`config.mk`:
```
export PLATFORM = sky130hd
export DESIGN_NAME = tsw_space_switch
export DESIGN_NICKNAME = d
export VERILOG_FILES = /design/src/rtl/tsw_pkg.sv /design/src/rtl/tsw_slot_ctr.sv /design/src/rtl/tsw_ctrl_col.sv /design/src/rtl/tsw_xpoint.sv /design/src/rtl/tsw_space_switch.sv
export SDC_FILE = /design/constraint.sdc
export NUM_CORES = 1
export LEC_CHECK = 0
export BUFFER_PORTS_ARGS = -buffer_cell sky130_fd_sc_hd__buf_4
export CELL_PAD_IN_SITES_DETAIL_PLACEMENT = 1
export CELL_PAD_IN_SITES_GLOBAL_PLACEMENT = 1
export CORE_UTILIZATION = 53
export DETAILED_ROUTE_END_ITERATION = 8
export PLACE_DENSITY_LB_ADDON = 0.1
export SYNTH_ARGS = -nofsm -noshare
export SYNTH_HDL_FRONTEND = slang
export SYNTH_SLANG_ARGS = --single-unit
```
`constraint.sdc`:
```
create_clock -name clk -period 4.09 [get_ports clk]
set_input_delay 0.409 -clock clk [delete_from_list [all_inputs] [get_ports clk]]
set_output_delay 0.409 -clock clk [all_outputs]
set_load 0.02 [all_outputs]
```
`src/rtl/tsw_pkg.sv`:
```
// Package tsw_pkg
// Shared constants for the time-multiplexed space switch.
// Assumes every highway sample is one byte wide.
package tsw_pkg;
    localparam int          SAMPLE_W  = 8;
    localparam logic [7:0]  IDLE_BYTE = 8'hFF;
endpackage

```
`src/rtl/tsw_slot_ctr.sv`:
```
// Module tsw_slot_ctr
// Gives the time-slot number of the current cycle. A frame-sync pulse makes
// the current cycle slot 0. Otherwise the count steps once per cycle and
// wraps after SLOTS-1.
// Assumes one clock cycle per time-slot.
module tsw_slot_ctr #(
    parameter int SLOTS  = 32,
    localparam int SLOT_W = (SLOTS > 1) ? $clog2(SLOTS) : 1
) (
    input  logic              clk,
    input  logic              rst_n,
    input  logic              fsync_i,
    output logic [SLOT_W-1:0] slot_o
);
    localparam logic [SLOT_W-1:0] LAST = SLOT_W'(SLOTS - 1);

    logic [SLOT_W-1:0] next_q;

    // current slot: forced to zero by frame sync
    always_comb slot_o = fsync_i ? '0 : next_q;

    // precompute the slot number of the following cycle
    always_ff @(posedge clk) begin
        if (!rst_n)              next_q <= '0;
        else if (slot_o == LAST) next_q <= '0;
        else                     next_q <= slot_o + SLOT_W'(1);
    end

    assert_slot_step_R4: assert property (@(posedge clk) disable iff (!rst_n)
        (slot_o != LAST) |=> (fsync_i || slot_o == $past(slot_o) + SLOT_W'(1)));

    assert_slot_wrap_R4: assert property (@(posedge clk) disable iff (!rst_n)
        (slot_o == LAST) |=> (slot_o == '0));
endmodule

```
`src/rtl/tsw_ctrl_col.sv`:
```
// Module tsw_ctrl_col
// One column of control memory: one word per slot, each a valid bit plus an
// input-highway address. The word for the current slot is read without a
// clock, and writes land at the clock edge.
// Assumes the caller checks that wr_slot is in range.
module tsw_ctrl_col #(
    parameter int SLOTS = 32,
    parameter int SRC_W = 2,
    localparam int SLOT_W = (SLOTS > 1) ? $clog2(SLOTS) : 1
) (
    input  logic              clk,
    input  logic              rst_n,
    input  logic              wr_en,
    input  logic [SLOT_W-1:0] wr_slot,
    input  logic              wr_valid,
    input  logic [SRC_W-1:0]  wr_src,
    input  logic [SLOT_W-1:0] rd_slot,
    output logic              rd_valid,
    output logic [SRC_W-1:0]  rd_src
);
    logic             valid_q [SLOTS];
    logic [SRC_W-1:0] src_q   [SLOTS];

    // store or erase one connection word
    always_ff @(posedge clk) begin
        if (!rst_n) begin
            for (int i = 0; i < SLOTS; i++) begin
                valid_q[i] <= 1'b0;
                src_q[i]   <= '0;
            end
        end else if (wr_en) begin
            valid_q[wr_slot] <= wr_valid;
            src_q[wr_slot]   <= wr_src;
        end
    end

    // fetch the word of the slot being switched
    always_comb begin
        rd_valid = valid_q[rd_slot];
        rd_src   = src_q[rd_slot];
    end

    assert_write_lands_R6: assert property (@(posedge clk) disable iff (!rst_n)
        (wr_en && wr_valid) |=> (valid_q[$past(wr_slot)] && src_q[$past(wr_slot)] == $past(wr_src)));

    assert_erase_clears_R7: assert property (@(posedge clk) disable iff (!rst_n)
        (wr_en && !wr_valid) |=> !valid_q[$past(wr_slot)]);
endmodule

```
`src/rtl/tsw_xpoint.sv`:
```
// Module tsw_xpoint
// One output column of crosspoints. The control word enables at most one
// gate, and the gated inputs are ORed together. With no gate enabled the
// output is the idle byte.
// Assumes an input address at or above N_IN enables nothing.
module tsw_xpoint
    import tsw_pkg::*;
#(
    parameter int N_IN  = 4,
    parameter int SRC_W = 2
) (
    input  logic [N_IN*SAMPLE_W-1:0] hw_in,
    input  logic                     sel_valid,
    input  logic [SRC_W-1:0]         sel_src,
    output logic [SAMPLE_W-1:0]      hw_out
);
    logic [N_IN-1:0]     gate;
    logic [SAMPLE_W-1:0] term [N_IN];

    for (genvar k = 0; k < N_IN; k++) begin : g_gate
        // one crosspoint: closed only when addressed by a valid word
        always_comb begin
            gate[k] = sel_valid && (sel_src == SRC_W'(k));
            term[k] = hw_in[k*SAMPLE_W +: SAMPLE_W] & {SAMPLE_W{gate[k]}};
        end
    end

    // merge the gated inputs, idle byte when the column is open
    always_comb begin
        hw_out = '0;
        for (int k = 0; k < N_IN; k++) hw_out = hw_out | term[k];
        if (gate == '0) hw_out = IDLE_BYTE;
    end

    // at most one crosspoint per column in any slot
    always_comb begin
        assert_single_xpoint_R2: assert ($onehot0(gate));
    end
endmodule

```
`src/rtl/tsw_space_switch.sv`:
```
// Module tsw_space_switch
// Time-multiplexed space switch. There are N_IN incoming and N_OUT outgoing
// byte-wide highways, and each output has its own cyclic control memory of
// SLOTS words. The path from input to output has no register, so a sample
// leaves in the slot it arrived in.
// Assumes one cycle per slot, and that fsync_i (if used) marks slot 0.
module tsw_space_switch
    import tsw_pkg::*;
#(
    parameter int N_IN  = 4,
    parameter int N_OUT = 4,
    parameter int SLOTS = 32,
    localparam int SRC_W  = (N_IN  > 1) ? $clog2(N_IN)  : 1,
    localparam int COL_W  = (N_OUT > 1) ? $clog2(N_OUT) : 1,
    localparam int SLOT_W = (SLOTS > 1) ? $clog2(SLOTS) : 1
) (
    input  logic                      clk,
    input  logic                      rst_n,
    input  logic                      fsync_i,
    input  logic [N_IN*SAMPLE_W-1:0]  hw_in_i,
    input  logic                      cw_en_i,
    input  logic [COL_W-1:0]          cw_col_i,
    input  logic [SLOT_W-1:0]         cw_slot_i,
    input  logic                      cw_valid_i,
    input  logic [SRC_W-1:0]          cw_src_i,
    output logic [N_OUT*SAMPLE_W-1:0] hw_out_o
);
    logic [SLOT_W-1:0] cur_slot;
    logic              slot_ok;

    tsw_slot_ctr #(.SLOTS(SLOTS)) u_slot (
        .clk     (clk),
        .rst_n   (rst_n),
        .fsync_i (fsync_i),
        .slot_o  (cur_slot)
    );

    // ignore writes addressed beyond the frame
    always_comb slot_ok = (32'(cw_slot_i) < SLOTS);

    for (genvar o = 0; o < N_OUT; o++) begin : g_col
        logic             hit;
        logic             rd_valid;
        logic [SRC_W-1:0] rd_src;

        // select this column for the write
        always_comb hit = cw_en_i && slot_ok && (cw_col_i == COL_W'(o));

        tsw_ctrl_col #(.SLOTS(SLOTS), .SRC_W(SRC_W)) u_cm (
            .clk      (clk),
            .rst_n    (rst_n),
            .wr_en    (hit),
            .wr_slot  (cw_slot_i),
            .wr_valid (cw_valid_i),
            .wr_src   (cw_src_i),
            .rd_slot  (cur_slot),
            .rd_valid (rd_valid),
            .rd_src   (rd_src)
        );

        tsw_xpoint #(.N_IN(N_IN), .SRC_W(SRC_W)) u_xp (
            .hw_in     (hw_in_i),
            .sel_valid (rd_valid),
            .sel_src   (rd_src),
            .hw_out    (hw_out_o[o*SAMPLE_W +: SAMPLE_W])
        );
    end
endmodule

```
==> flow_summary_export.csv <==
group,metric,value,unit
critical_path,worst_r2r_path_depth,7,
critical_path,critical_path.most_common_cell,"sky130_fd_sc_hd__buf_4",
final_layout,most_common_cell_after_layout_fill_and_taps_aside,"sky130_fd_sc_hd__nand2_1",
synth,synth_top_flop_cell,"sky130_fd_sc_hd__edfxtp_1",
critical_path,arrival,3.61,ns
synth,postSynthAreaPerCell,9.81,sq um
route,route.vias.total,17100,
timing,timing.fmax,249,MHz
die,design.core.area,37900,sq um
final_layout,fillers,4103,
synth,synth_area_in_compound_gates,6.86,%
critical_path,cp_slowest_cell,"sky130_fd_sc_hd__dfxtp_4",
route,totalWireLength,67800,microns
critical_path,worstReg2RegStart,"u_slot.next_q[0]$_SDFF_PP0_",
critical_path,crit_path_end,"hw_out_o[4]",
route,drcViolationCount,0,
placed_design,portBuffers,77,
timing,setup_viol,0,
synth,yosysUniqueCellTypes,68,
route,met2RoutedLength,32200,microns
synth,yosys.area_share.xor_xnor,0.0850,%
final_layout,drive_gt1_share,15.1,%
clock_tree,cts_bufs_inserted,43,
clock_tree,tritoncts,"yes",
route,avgRoutedWirePerCell,25.9,microns
critical_path,worst_ep_required_time,3.68,ns
grt,antenna_found_initial,0,
synth,synth-edff-count,256,
timing,worst-slew-pin-transition,1.07,ns
clock_tree,htree_levels,2,
die,num_io_pins,78,
clock_tree,insertion_delay,0.57,ns
synth,asyncSetResetFlopFracSynth,0,%
die,overall_die_area,39700,sq um
power,post-layout-total-power,9180,uW
run_status,run_status,"finished clean",
timing,final.min_clock_period,4.02,ns
synth,ys_seq_elements,389,
final_layout,sequential_cell_area,10400,sq um
synth,cells_after_synth,2099,
run,count_of_max_cap_constraint_violations,0,
route,drtAntennaViolNets,0,
critical_path,critical_path.reg2reg.endpoint,"u_slot.next_q[3]$_SDFF_PP0_",
final_layout,multi_input_comb_area,9160,sq um
die,die_x,199,microns
critical_path,worst_setup_path_end_kind,"primary output",
synth,synth_cell_area,20600,sq um
clock_tree,path_clk_slew,0.06,ns
critical_path,cell_breakdown_of_the_critical_path,"buf_4, nor3b_4, buf_4, a21oi_1, o211ai_1, o211ai_1, a31oi_2, buf_4, mux2_2, nand2_1, buf_4",
final_layout,mostFrequentLayoutCells,"sky130_fd_sc_hd__nand2_1, sky130_fd_sc_hd__nand3_1, sky130_fd_sc_hd__and3_1, sky130_fd_sc_hd__edfxtp_1, sky130_fd_sc_hd__buf_4",
synth,synth_fa_ha_area_share,0.0607,%
placed_design,detailed_placer_s_ending_hpwl,42700,microns
synth,seq_total_area_yosys,50.2,%
final_layout,final_nets,2124,
power,irDropWorstVdd,0.236,mV
grt,grt_util_all_layers,34.4,%
synth,synthMuxAreaShare,11.2,%
min_path,worstHoldPathType,"in2reg",
clock_tree,cts.sinks,389,
clock_tree,cts.hold.buffers_added,0,
critical_path,critical_path_peak_fanout,15,
timing,timing.hold.ws,0.368,ns
placed_design,dpl_cell_area,21400,sq um
timing,finalSetupTns,0,ns
die,std_cell_rows,71,
timing,max_slew_margin,28.4,%
clock_tree,ctsRootBufferMaster,"sky130_fd_sc_hd__clkbuf_16",
synth,yosys_warnings,0,
grt,wire_length_of_the_first_global_routing_pass,103000,microns
route,highest_layer,"met4",
timing,final-max-slew-violation-count,0,
final_layout,flow.area_growth_from_synthesis,11.4,%
timing,timing.final.hold_violations,0,
grt,globalRoute.totalOverflow,0,
clock_tree,cts-root-to-sink-buffers,3,
critical_path,worst-r2r-setup-slack,2.24,ns
grt,grt_pass1_vias,17300,
critical_path,worstSetupStartpoint,"u_slot.next_q[0]$_SDFF_PP0_",
power,leakage,0.00968,uW
placed_design,placed_cells,2535,
synth,post_synth_and_or_nand_nor_area_fraction,25.9,%
final_layout,final_area,22900,sq um
route,detailedRoute.firstPassIterationCount,6,
timing,clock_skew,0.000308,ns
critical_path,slowest_delay,0.56,ns
die,die_y,199,microns
final_layout,diodes,0,
critical_path,critical_path.startpoint_type,"flop",
synth,synth_top_family_by_area,"simple AND/OR/NAND/NOR gates",
route,dr.first_iter.drc_count,1492,
final_layout,layoutNonFillerInstCount,2620,
route,met3_length,5370,microns
route,wirelength_met1,27800,microns
route,post_drt_via_cell_ratio,6.52,
critical_path,critPathKind,"reg2out",
die,floorplan.initialDensity,54.3,%
power,power.density_cell_area,400,nW/um^2
synth,synth_nets,2146,
timing,post_route_fraction_of_the_period_consumed_by_the_critical_path,98.3,%
placed_design,place_congestion,0.892,
grt,pin_count_of_the_biggest_net_entering_global_routing,129,
flip-flops by register name, indices dropped and copies added (netlist names):
| signal | flops |
|---|---|
| g_col.u_cm.valid_q | 128 |
| u_slot.next_q | 5 |
| g_col.u_cm.src_q | 256 |
through the flow:
stage	util, %	worst slack, ns
finish	60.5	0.0697
global route	60.5	-0.00255
floorplan	-	1.31
CTS	60.3	0.0174
detailed placement	56.4	0.241
global placement	56.4	0.359
where the power goes:
group	switching [uW]	internal, uW	total, uW
logic	645	351	997
registers	61.7	4310	4380
clock network	1580	2220	3810
total	2290	6890	9180
how the worst min path moves through the flow:
stage / from / endpoint / slack (ns) / cells past startpoint
2_1_floorplan: g_col[1].u_cm.valid_q[21]$_DFF_P_ / g_col[1].u_cm.valid_q[21]$_DFF_P_ / 0.43 / 2
3_3_place_gp: g_col[2].u_cm.valid_q[21]$_DFF_P_ / g_col[2].u_cm.valid_q[21]$_DFF_P_ / 0.44 / 2
6_report: cw_col_i[0] / g_col[3].u_cm.valid_q[12]$_DFF_P_ / 0.37 / 5
3_5_place_dp: g_col[0].u_cm.valid_q[7]$_DFF_P_ / g_col[0].u_cm.valid_q[7]$_DFF_P_ / 0.45 / 2
5_1_grt: cw_col_i[0] / g_col[3].u_cm.valid_q[12]$_DFF_P_ / 0.39 / 5
4_1_cts: cw_col_i[0] / g_col[3].u_cm.valid_q[12]$_DFF_P_ / 0.36 / 5
Yosys cell counts (all sizes together) (24+ instances only):
master	count	area, sq um
nand2	425	1600
mux2	30	368
edfxtp	256	7690
mux4	30	702
dfxtp	133	2660
a22oi	27	203
nand3	275	1380
nor2	78	293
mux2i	119	1230
a221oi	24	223
a21oi	40	211
clkbuf	154	583
buf	75	576
and3	256	1600
per-layer routing:
| layer | track usage [%] | vias up |
|---|---|---|
| met1 | 46.1 | 8689 |
| li1 | - | 7554 |
| met4 | 13.6 | 0 |
| met2 | 55.8 | 685 |
| met3 | 5.45 | 161 |
| met5 | 0 | - |
logic make-up after synthesis:
kind of cell,count (synthesis)
adders and majority gates,1
muxes,179
buffers and inverters,235
DFF,389
xor gates and xnor gates,2
AOI/OAI and AO/OA,192
and+or+nand+nor,1101
layout make-up:
type,count,share of cell area (%)
Clock inverter,12,0.469
Timing Repair Buffer,162,6.13
Tap cell,511,2.79
Clock buffer,65,5.44
Multi-Input combinational cell,1475,39.9
Sequential cell,389,45.1
Inverter,6,0.0982
worst max-delay path, delay by kind of cell (launching register included):
| family | cells | cell delay (ns) |
|---|---|---|
| multiplexers | 1 | 0.36 |
| AO/OA/AOI/OAI | 4 | 0.77 |
| flip-flops | 1 | 0.56 |
| buffers and inverters | 4 | 0.95 |
| AND/OR/NAND/NOR | 2 | 0.37 |
repair_timing:
| action | 4_1_cts | 5_1_grt |
|---|---|---|
| resized for setup | 7 | 9 |
| endpoints found under the setup margin | 32 | 31 |
| pin swaps | 0 | 1 |
| buffers inserted | 5 | 3 |
No activity file was read; power rests on OpenSTA's default activity.
